--- src/rtl/segx_pkg.sv ---
package segx_pkg;

    localparam int SEL_W  = 16;
    localparam int ADDR_W = 32;
    localparam int IDX_W  = 13;
    localparam int NUM_TBL = 2;

    typedef enum logic [2:0] {
        FLT_NONE   = 3'd0,
        FLT_ABSENT = 3'd1,
        FLT_LIMIT  = 3'd2,
        FLT_PRIV   = 3'd3,
        FLT_KIND   = 3'd4
    } fault_e;

    typedef enum logic [1:0] {
        ACC_RD  = 2'd0,
        ACC_WR  = 2'd1,
        ACC_EX  = 2'd2,
        ACC_BAD = 2'd3
    } acc_e;

    // Selector layout; the field order is decoded by this block.
    typedef struct packed {
        logic [IDX_W-1:0] idx;
        logic             ti;
        logic [1:0]       rpl;
    } sel_t;

    typedef struct packed {
        logic              present;
        logic [1:0]        dpl;
        logic [2:0]        perm;   // [0] read, [1] write, [2] execute
        logic [ADDR_W-1:0] limit;
        logic [ADDR_W-1:0] base;
    } desc_t;

    function automatic logic kind_allowed(logic [2:0] perm, acc_e kind);
        case (kind)
            ACC_RD:  return perm[0];
            ACC_WR:  return perm[1];
            ACC_EX:  return perm[2];
            default: return 1'b0;
        endcase
    endfunction

endpackage

--- src/rtl/segx_desc_table.sv ---
module segx_desc_table
    import segx_pkg::*;
#(
    parameter int AW = 5
) (
    input  logic             clk,
    input  logic             rst,
    input  logic             wr_en,
    input  logic [AW-1:0]    wr_idx,
    input  desc_t            wr_desc,
    input  logic [IDX_W-1:0] rd_idx,
    output desc_t            rd_desc
);

    localparam int DEPTH = 1 << AW;

    desc_t ent_q [DEPTH];
    logic  in_range;

    always_ff @(posedge clk) begin
        if (rst) begin
            for (int i = 0; i < DEPTH; i++) begin
                ent_q[i].present <= 1'b0;
            end
        end else if (wr_en) begin
            ent_q[wr_idx] <= wr_desc;
        end
    end

    generate
        if (AW < IDX_W) begin : g_narrow
            assign in_range = (rd_idx[IDX_W-1:AW] == '0);
        end else begin : g_full
            assign in_range = 1'b1;
        end
    endgenerate

    always_comb begin
        rd_desc         = ent_q[rd_idx[AW-1:0]];
        rd_desc.present = ent_q[rd_idx[AW-1:0]].present & in_range;
    end

    // A write lands in the addressed entry
    assert_write_lands_R9: assert property (@(posedge clk) disable iff (rst)
        wr_en |=> (ent_q[$past(wr_idx)] == $past(wr_desc)));

endmodule

--- src/rtl/segx_rule_check.sv ---
module segx_rule_check
    import segx_pkg::*;
(
    input  desc_t             desc,
    input  logic [ADDR_W-1:0] off,
    input  logic [1:0]        rpl,
    input  acc_e              kind,
    output fault_e            fault
);

    logic over_limit;
    logic weak_level;
    logic kind_ok;

    assign over_limit = off > desc.limit;
    assign weak_level = rpl > desc.dpl;
    assign kind_ok    = kind_allowed(desc.perm, kind);

    // Fixed priority: absent, limit, privilege, access kind.
    always_comb begin
        if (!desc.present)   fault = FLT_ABSENT;
        else if (over_limit) fault = FLT_LIMIT;
        else if (weak_level) fault = FLT_PRIV;
        else if (!kind_ok)   fault = FLT_KIND;
        else                 fault = FLT_NONE;
    end

endmodule

--- src/rtl/segx_xlate_unit.sv ---
module segx_xlate_unit
    import segx_pkg::*;
#(
    parameter int TBL_AW = 5
) (
    input  logic              clk,
    input  logic              rst,
    input  logic              wr_en,
    input  logic              wr_ti,
    input  logic [TBL_AW-1:0] wr_idx,
    input  logic [31:0]       wr_base,
    input  logic [31:0]       wr_limit,
    input  logic [1:0]        wr_dpl,
    input  logic [2:0]        wr_perm,
    input  logic              wr_present,
    input  logic              req_valid,
    input  logic [15:0]       req_sel,
    input  logic [31:0]       req_off,
    input  logic [1:0]        req_kind,
    output logic              rsp_valid,
    output logic [31:0]       rsp_lin,
    output logic [2:0]        rsp_fault
);

    sel_t   sel;
    desc_t  wr_desc;
    desc_t  rd_all [NUM_TBL];
    desc_t  cur;
    fault_e fault_nx;
    fault_e fault_q;
    logic   valid_q;
    logic [ADDR_W-1:0] lin_q;

    assign sel     = sel_t'(req_sel);
    assign wr_desc = '{present: wr_present, dpl: wr_dpl, perm: wr_perm,
                       limit: wr_limit, base: wr_base};

    generate
        for (genvar t = 0; t < NUM_TBL; t++) begin : g_tbl
            segx_desc_table #(.AW(TBL_AW)) u_tbl (
                .clk     (clk),
                .rst     (rst),
                .wr_en   (wr_en && (wr_ti == 1'(t))),
                .wr_idx  (wr_idx),
                .wr_desc (wr_desc),
                .rd_idx  (sel.idx),
                .rd_desc (rd_all[t])
            );
        end
    endgenerate

    assign cur = rd_all[sel.ti];

    segx_rule_check u_rules (
        .desc  (cur),
        .off   (req_off),
        .rpl   (sel.rpl),
        .kind  (acc_e'(req_kind)),
        .fault (fault_nx)
    );

    always_ff @(posedge clk) begin
        if (rst) begin
            valid_q <= 1'b0;
            fault_q <= FLT_NONE;
            lin_q   <= '0;
        end else begin
            valid_q <= req_valid;
            if (req_valid) begin
                fault_q <= fault_nx;
                lin_q   <= (fault_nx == FLT_NONE) ? cur.base + req_off : '0;
            end
        end
    end

    assign rsp_valid = valid_q;
    assign rsp_lin   = lin_q;
    assign rsp_fault = fault_q;

    // One response per request, one cycle later
    assert_resp_follows_R2: assert property (@(posedge clk) disable iff (rst)
        req_valid |=> rsp_valid);
    assert_no_spurious_R2: assert property (@(posedge clk) disable iff (rst)
        !req_valid |=> !rsp_valid);

    // Absent entries win over every other check
    assert_absent_first_R4: assert property (@(posedge clk) disable iff (rst)
        (req_valid && !cur.present) |=> (rsp_fault == FLT_ABSENT));

    // Offset past limit on a present entry reports limit
    assert_limit_fault_R5: assert property (@(posedge clk) disable iff (rst)
        (req_valid && cur.present && (req_off > cur.limit)) |=> (rsp_fault == FLT_LIMIT));

    // Level too weak within limit reports privilege
    assert_priv_fault_R6: assert property (@(posedge clk) disable iff (rst)
        (req_valid && cur.present && (req_off <= cur.limit) && (sel.rpl > cur.dpl))
        |=> (rsp_fault == FLT_PRIV));

    // A clean result lies at base plus offset
    assert_lin_sum_R3: assert property (@(posedge clk) disable iff (rst)
        (req_valid && (fault_nx == FLT_NONE)) |=> (rsp_lin - $past(req_off) == $past(cur.base)));

endmodule

--- config.mk ---
export PLATFORM = sky130hd
export DESIGN_NAME = segx_xlate_unit
export DESIGN_NICKNAME = d
export VERILOG_FILES = /design/src/rtl/segx_pkg.sv /design/src/rtl/segx_desc_table.sv /design/src/rtl/segx_rule_check.sv /design/src/rtl/segx_xlate_unit.sv
export SDC_FILE = /design/constraint.sdc
export NUM_CORES = 2
export LEC_CHECK = 0
export BUFFER_PORTS_ARGS = -buffer_cell sky130_fd_sc_hd__clkbuf_2
export CAP_MARGIN = 20
export CORE_UTILIZATION = 41
export CTS_CLUSTER_DIAMETER = 100
export DETAILED_ROUTE_END_ITERATION = 10
export GPL_TIMING_DRIVEN = 0
export SYNTH_ARGS = -nofsm -noshare
export SYNTH_HDL_FRONTEND = slang
export SYNTH_MEMORY_MAX_BITS = 65536
export SYNTH_SLANG_ARGS = --single-unit
--- constraint.sdc ---
create_clock -name clk -period 12.35 [get_ports clk]
set_input_delay 2.47 -clock clk [delete_from_list [all_inputs] [get_ports clk]]
set_output_delay 2.47 -clock clk [all_outputs]
set_load 0.02 [all_outputs]
==> report_table.html <==
<table>
<tr><th>Metric</th><th>Value</th></tr>
<tr><th colspan="2">Placed design</th></tr>
<tr><td>Final weighted congestion in routability-driven placement</td><td>0.8587</td></tr>
<tr><td>HPWL Detailed</td><td>374.1 mm</td></tr>
<tr><td>Place WS</td><td>0.7506 ns</td></tr>
<tr><td>Number of port buffers</td><td>158</td></tr>
<tr><th colspan="2">STA</th></tr>
<tr><td>Final sum of negative setup slack</td><td>0 ns</td></tr>
<tr><td>Max-slew headroom at the worst pin</td><td>15.39%</td></tr>
<tr><td>Max Clk Rate</td><td>94.04 MHz</td></tr>
<tr><td>Number of hold-slack violations in the final timing report</td><td>0</td></tr>
<tr><td>Worst slack on hold paths</td><td>0.4894 ns</td></tr>
<tr><td>Actual slew at the worst max-slew pin</td><td>1.269 ns</td></tr>
<tr><td>Max-slew violation count</td><td>0</td></tr>
<tr><td>Minimum period implied by the final worst setup slack</td><td>10.63 ns</td></tr>
<tr><td>Final count of negative-setup-slack endpoints</td><td>0</td></tr>
<tr><td>Worst Clk Skew</td><td>approximately 0.057 ns</td></tr>
<tr><td>Post-route fraction of the period consumed by the critical path</td><td>86.11%</td></tr>
<tr><td>Post-route worst setup slack</td><td>1.716 ns</td></tr>
<tr><td>Setup repair after global routing missed its margin</td><td>no</td></tr>
<tr><th colspan="2">Routing</th></tr>
<tr><td>Drc violations</td><td>0</td></tr>
<tr><td>Routed vias/inst</td><td>6.179</td></tr>
<tr><td>Detailed-routing iteration count for the pre-antenna-repair pass</td><td>6</td></tr>
<tr><td>Average routed wire per standard cell</td><td>37.93 microns</td></tr>
<tr><td>Routed WL</td><td>around 530 mm</td></tr>
<tr><td>Vias after detailed routing</td><td>just under 90k</td></tr>
<tr><td>Final antenna-violating net count</td><td>0</td></tr>
<tr><td>Detailed router's first-iteration violation count</td><td>14.75k</td></tr>
<tr><th colspan="2">Die</th></tr>
<tr><td>Core Region</td><td>421400 sq um</td></tr>
<tr><td>Die Footprint</td><td>roughly 430000 sq um</td></tr>
<tr><td>Starting density of the core</td><td>41.32%</td></tr>
<tr><td>Number of core rows</td><td>238</td></tr>
<tr><td>Die Y</td><td>653.7 microns</td></tr>
<tr><td>Number of top-level design ports</td><td>166</td></tr>
<tr><td>Horiz. Die Dim</td><td>roughly 650 microns</td></tr>
<tr><th colspan="2">Worst setup path</th></tr>
<tr><td>Nature of the critical path endpoint</td><td>flip-flop</td></tr>
<tr><td>Critical path arrival</td><td>11.52 ns</td></tr>
<tr><td>Critical path peak fanout</td><td>10</td></tr>
<tr><td>Required time of the critical path</td><td>13.24 ns</td></tr>
<tr><td>Kind of start point of the critical path</td><td>input port</td></tr>
<tr><td>Classification of the worst setup path</td><td>in -&gt; reg</td></tr>
<tr><th colspan="2">Finish</th></tr>
<tr><td>Area growth from synthesis to final layout</td><td>17.49%</td></tr>
<tr><td>Post-layout util</td><td>48.55%</td></tr>
<tr><td>Proportion of layout cells with a drive suffix above 1</td><td>34.97%</td></tr>
<tr><td>Fill cell instance count of the final layout</td><td>33.17k</td></tr>
<tr><td>Nets@finish</td><td>8192</td></tr>
<tr><th colspan="2">Yosys</th></tr>
<tr><td>Synth Warn #</td><td>0</td></tr>
<tr><td>Post-Syn Nets</td><td>7194</td></tr>
<tr><td>Mapped Cells</td><td>6998</td></tr>
<tr><td>Count of flip-flops with a built-in enable after synthesis</td><td>roughly 4.5k</td></tr>
<tr><td>Count of different cell masters after synthesis</td><td>61</td></tr>
<tr><td>Cell area after technology mapping</td><td>174100 sq um</td></tr>
<tr><td>Share of the yosys chip area belonging to registers</td><td>77.68%</td></tr>
<tr><td>Avg Inst Size Synth</td><td>24.88 sq um</td></tr>
<tr><td>Post-synthesis async set-or-reset flop share</td><td>0%</td></tr>
<tr><td>Total of flip-flops plus latches after synthesis</td><td>4516</td></tr>
<tr><td>Most used DFF post-synth</td><td>sky130_fd_sc_hd__edfxtp_1</td></tr>
<tr><th colspan="2">Clock tree</th></tr>
<tr><td>H-tree levels</td><td>5</td></tr>
<tr><td>Largest buffer count on any clock path</td><td>4</td></tr>
<tr><td>Number of setup buffers added after CTS</td><td>0</td></tr>
<tr><td>Clock root cell</td><td>sky130_fd_sc_hd__clkbuf_16</td></tr>
<tr><td>Clock-pin slew of the registers on the worst-case setup and hold paths</td><td>0.06 ns</td></tr>
<tr><td>Count of cells resized by post-cts repair</td><td>0</td></tr>
<tr><td>TritonCTS clock tree</td><td>yes</td></tr>
<tr><td>Clock latency on the worst-skew pair</td><td>between 1 and 1.5 ns</td></tr>
<tr><td>Clk sink count</td><td>4516</td></tr>
<tr><td>Post-cts hold buffer count</td><td>0</td></tr>
<tr><td>Clock buffers created by TritonCTS</td><td>436</td></tr>
<tr><th colspan="2">Global route</th></tr>
<tr><td>Antenna violations before repair</td><td>52</td></tr>
<tr><td>First-pass GRT wire length</td><td>715.7 mm</td></tr>
<tr><td>Largest net degree at the start of global routing</td><td>between 60 and 70</td></tr>
<tr><td>Most used routing layer</td><td>met2</td></tr>
<tr><td>Global-route met1 utilization</td><td>35.35%</td></tr>
<tr><td>Number of global-route vias before repair</td><td>85.10k</td></tr>
<tr><td>Met3 Usage GRT</td><td>5.353%</td></tr>
<tr><td>Met2 Resource Use GR</td><td>36.82%</td></tr>
<tr><td>Global-route total usage across every layer</td><td>24.68%</td></tr>
<tr><td>Overflow left after global routing</td><td>0</td></tr>
<tr><th colspan="2">Power</th></tr>
<tr><td>P_leak</td><td>64.08 nW</td></tr>
<tr><td>Max rail drop VDD</td><td>~0.12 mV</td></tr>
<tr><td>Net Sw Frac</td><td>21.78%</td></tr>
<tr><td>Share of power burned in the clock network</td><td>41.4%</td></tr>
<tr><td>Internal power</td><td>around 25 mW</td></tr>
<tr><td>Comb power frac</td><td>6.1%</td></tr>
<tr><td>Power per Cell Area</td><td>between 150 and 200 nW/um^2</td></tr>
<tr><td>Part of the power in registers</td><td>52.5%</td></tr>
<tr><td>Total Power</td><td>around 32 mW</td></tr>
<tr><td>Switching power</td><td>7.025 mW</td></tr>
<tr><th colspan="2">Hold path</th></tr>
<tr><td>Class of the tightest hold or removal check</td><td>reg -&gt; reg</td></tr>
<tr><th colspan="2">Status</th></tr>
<tr><td>Result of the run</td><td>finished, final reports clean</td></tr>
<tr><th colspan="2">Job</th></tr>
<tr><td>MaxCap Viol Count</td><td>0</td></tr>
</table>
power groups by stage:
stage          clock, mW  combinational (mW)  sequential (mW)
3_5_place_dp           0                1.90             17.3
5_1_grt             14.0                2.04             16.9
3_3_place_gp           0                1.80             17.3
2_1_floorplan          0                1.01             17.3
6_report            13.4                1.96             16.9
4_1_cts             13.5                1.90             16.9
path summary, 6_finish.rpt:
| kind | startpoint | end | slack [ns] | cells after the start |
|---|---|---|---|---|
| hold / removal | rsp_lin[4] | rsp_lin[4] | 0.49 | 1 |
| hold reg to reg | rsp_lin[4] | rsp_lin[4] | 0.49 | 1 |
| setup reg to reg | g_tbl[0].u_tbl.ent_q[23][3] | rsp_lin[24] | 6.39 | 12 |
| setup / recovery | req_sel[4] | rsp_lin[24] | 1.72 | 19 |
Yosys cell counts, types with 6 or more instances:
master	number	area, sq um
sky130_fd_sc_hd__inv_1	49	183.9
sky130_fd_sc_hd__edfxtp_1	4480	134500
sky130_fd_sc_hd__a211oi_1	6	45.04
sky130_fd_sc_hd__nor2_1	94	352.8
sky130_fd_sc_hd__or2_2	66	412.9
sky130_fd_sc_hd__nor2b_1	11	68.82
sky130_fd_sc_hd__dfxtp_1	36	720.7
sky130_fd_sc_hd__nand3_1	16	80.08
sky130_fd_sc_hd__nand2_1	30	112.6
sky130_fd_sc_hd__a21oi_1	40	200.2
sky130_fd_sc_hd__xnor2_1	12	105.1
sky130_fd_sc_hd__a22oi_1	9	67.56
sky130_fd_sc_hd__nor3_1	11	55.05
sky130_fd_sc_hd__buf_4	6	45.04
sky130_fd_sc_hd__mux4_2	1455	32770
sky130_fd_sc_hd__and3_1	69	431.7
sky130_fd_sc_hd__a22o_1	32	280.3
sky130_fd_sc_hd__buf_2	108	540.5
sky130_fd_sc_hd__buf_1	35	131.4
sky130_fd_sc_hd__xor2_1	13	113.9
sky130_fd_sc_hd__mux2i_1	14	140.1
sky130_fd_sc_hd__clkbuf_1	203	762.0
sky130_fd_sc_hd__ha_1	65	813.3
sky130_fd_sc_hd__o21ai_0	28	140.1
sky130_fd_sc_hd__nand2b_1	7	43.79
sky130_fd_sc_hd__a21o_1	12	90.09
logic make-up (layout without fill, tap and decap cells):
| group | Yosys count | count (layout) | share of synthesized area, % |
|---|---|---|---|
| AOI/OAI and AO/OA | 166 | 166 | 0.6547 |
| xor gates and xnor gates | 26 | 26 | 0.1351 |
| and+or+nand+nor | 340 | 340 | 1.048 |
| adders and majority gates | 66 | 66 | 0.4786 |
| other | 0 | 21 | 0 |
| buffers and inverters | 410 | 1778 | 1.029 |
| DFF | 4516 | 4516 | 77.68 |
| muxes | 1474 | 1474 | 18.98 |
cell usage in the layout, fill, tap and decap left out, types with 7 or more instances in the layout:
master	netlist	layout
sky130_fd_sc_hd__clkinvlp_4	0	18
sky130_fd_sc_hd__a21o_1	12	12
sky130_fd_sc_hd__nand2b_1	7	7
sky130_fd_sc_hd__bufinv_16	0	45
sky130_fd_sc_hd__nor3_1	11	11
sky130_fd_sc_hd__buf_6	4	7
sky130_fd_sc_hd__nor2_4	0	64
sky130_fd_sc_hd__a21oi_1	40	40
sky130_fd_sc_hd__xnor2_1	12	12
sky130_fd_sc_hd__nor2_1	94	30
sky130_fd_sc_hd__clkbuf_16	0	444
sky130_fd_sc_hd__o21ai_0	28	28
sky130_fd_sc_hd__a22oi_1	9	9
sky130_fd_sc_hd__nand2_1	30	30
sky130_fd_sc_hd__xor2_1	13	13
sky130_fd_sc_hd__dfxtp_1	36	36
sky130_fd_sc_hd__buf_8	0	70
sky130_fd_sc_hd__diode_2	0	21
sky130_fd_sc_hd__buf_1	35	30
sky130_fd_sc_hd__clkbuf_1	203	258
sky130_fd_sc_hd__mux2i_1	14	14
sky130_fd_sc_hd__nor2b_1	11	11
sky130_fd_sc_hd__nand3_1	16	16
sky130_fd_sc_hd__inv_1	49	49
sky130_fd_sc_hd__a22o_1	32	32
sky130_fd_sc_hd__clkinv_2	0	92
sky130_fd_sc_hd__or2_2	66	66
sky130_fd_sc_hd__edfxtp_1	4480	4480
sky130_fd_sc_hd__buf_12	4	307
sky130_fd_sc_hd__clkinv_1	0	105
sky130_fd_sc_hd__clkbuf_2	0	177
sky130_fd_sc_hd__buf_2	108	113
sky130_fd_sc_hd__mux4_2	1455	1455
sky130_fd_sc_hd__and3_1	69	69
sky130_fd_sc_hd__ha_1	65	65
sky130_fd_sc_hd__buf_4	6	7
sky130_fd_sc_hd__buf_16	0	25
worst max-delay path, stage by stage:
cell and delay, ns:
sky130_fd_sc_hd__buf_2 0.16, sky130_fd_sc_hd__buf_2 0.43, sky130_fd_sc_hd__buf_2 0.52, sky130_fd_sc_hd__clkbuf_2 0.76, sky130_fd_sc_hd__clkbuf_1 0.79, sky130_fd_sc_hd__buf_6 0.26, sky130_fd_sc_hd__clkbuf_1 0.73, sky130_fd_sc_hd__mux4_2 0.41
sky130_fd_sc_hd__mux4_2 0.53, sky130_fd_sc_hd__mux4_2 0.55, sky130_fd_sc_hd__ha_1 0.40, sky130_fd_sc_hd__o21ai_0 0.14, sky130_fd_sc_hd__o21ai_0 0.76, sky130_fd_sc_hd__a21oi_1 0.36, sky130_fd_sc_hd__o22ai_1 0.90, sky130_fd_sc_hd__a211oi_1 0.30
sky130_fd_sc_hd__o2111ai_1 0.31, sky130_fd_sc_hd__or3b_2 0.47, sky130_fd_sc_hd__a22o_1 0.20
stage by stage:
stage,area [sq um],instances
floorplan,174100,6998
global route,204500,14011
finish,204600,14027
CTS,203100,13932
global placement,182000,12796
detailed placement,188900,13124
cell type report:
| class | count | area (sq um) | area share (%) |
|---|---|---|---|
| Buffer | 360 | 1634 | 0.7988 |
| Sequential cell | 4516 | 135300 | 66.11 |
| Timing Repair Buffer | 560 | 8637 | 4.222 |
| Clock inverter | 288 | 2788 | 1.363 |
| Clock buffer | 520 | 11420 | 5.580 |
| Multi-Input combinational cell | 2072 | 37550 | 18.36 |
| Antenna cell | 21 | 52.55 | 0.02569 |
| Inverter | 50 | 187.7 | 0.09174 |
| Tap cell | 5640 | 7057 | 3.449 |
state kept, by name (all words and copies together), names as in the netlist:
| name | cells |
|---|---|
| rsp_fault | 3 |
| rsp_lin | 32 |
| rsp_valid | 1 |
| g_tbl.u_tbl.ent_q | 4480 |
per-layer routing:
metal,routed length [microns],vias to the layer above
li1,-,32622
met1,206400,47370
met2,238700,5700
met3,60630,953
met4,26170,26
met5,151,-
Power figures use the tool's default switching activity.
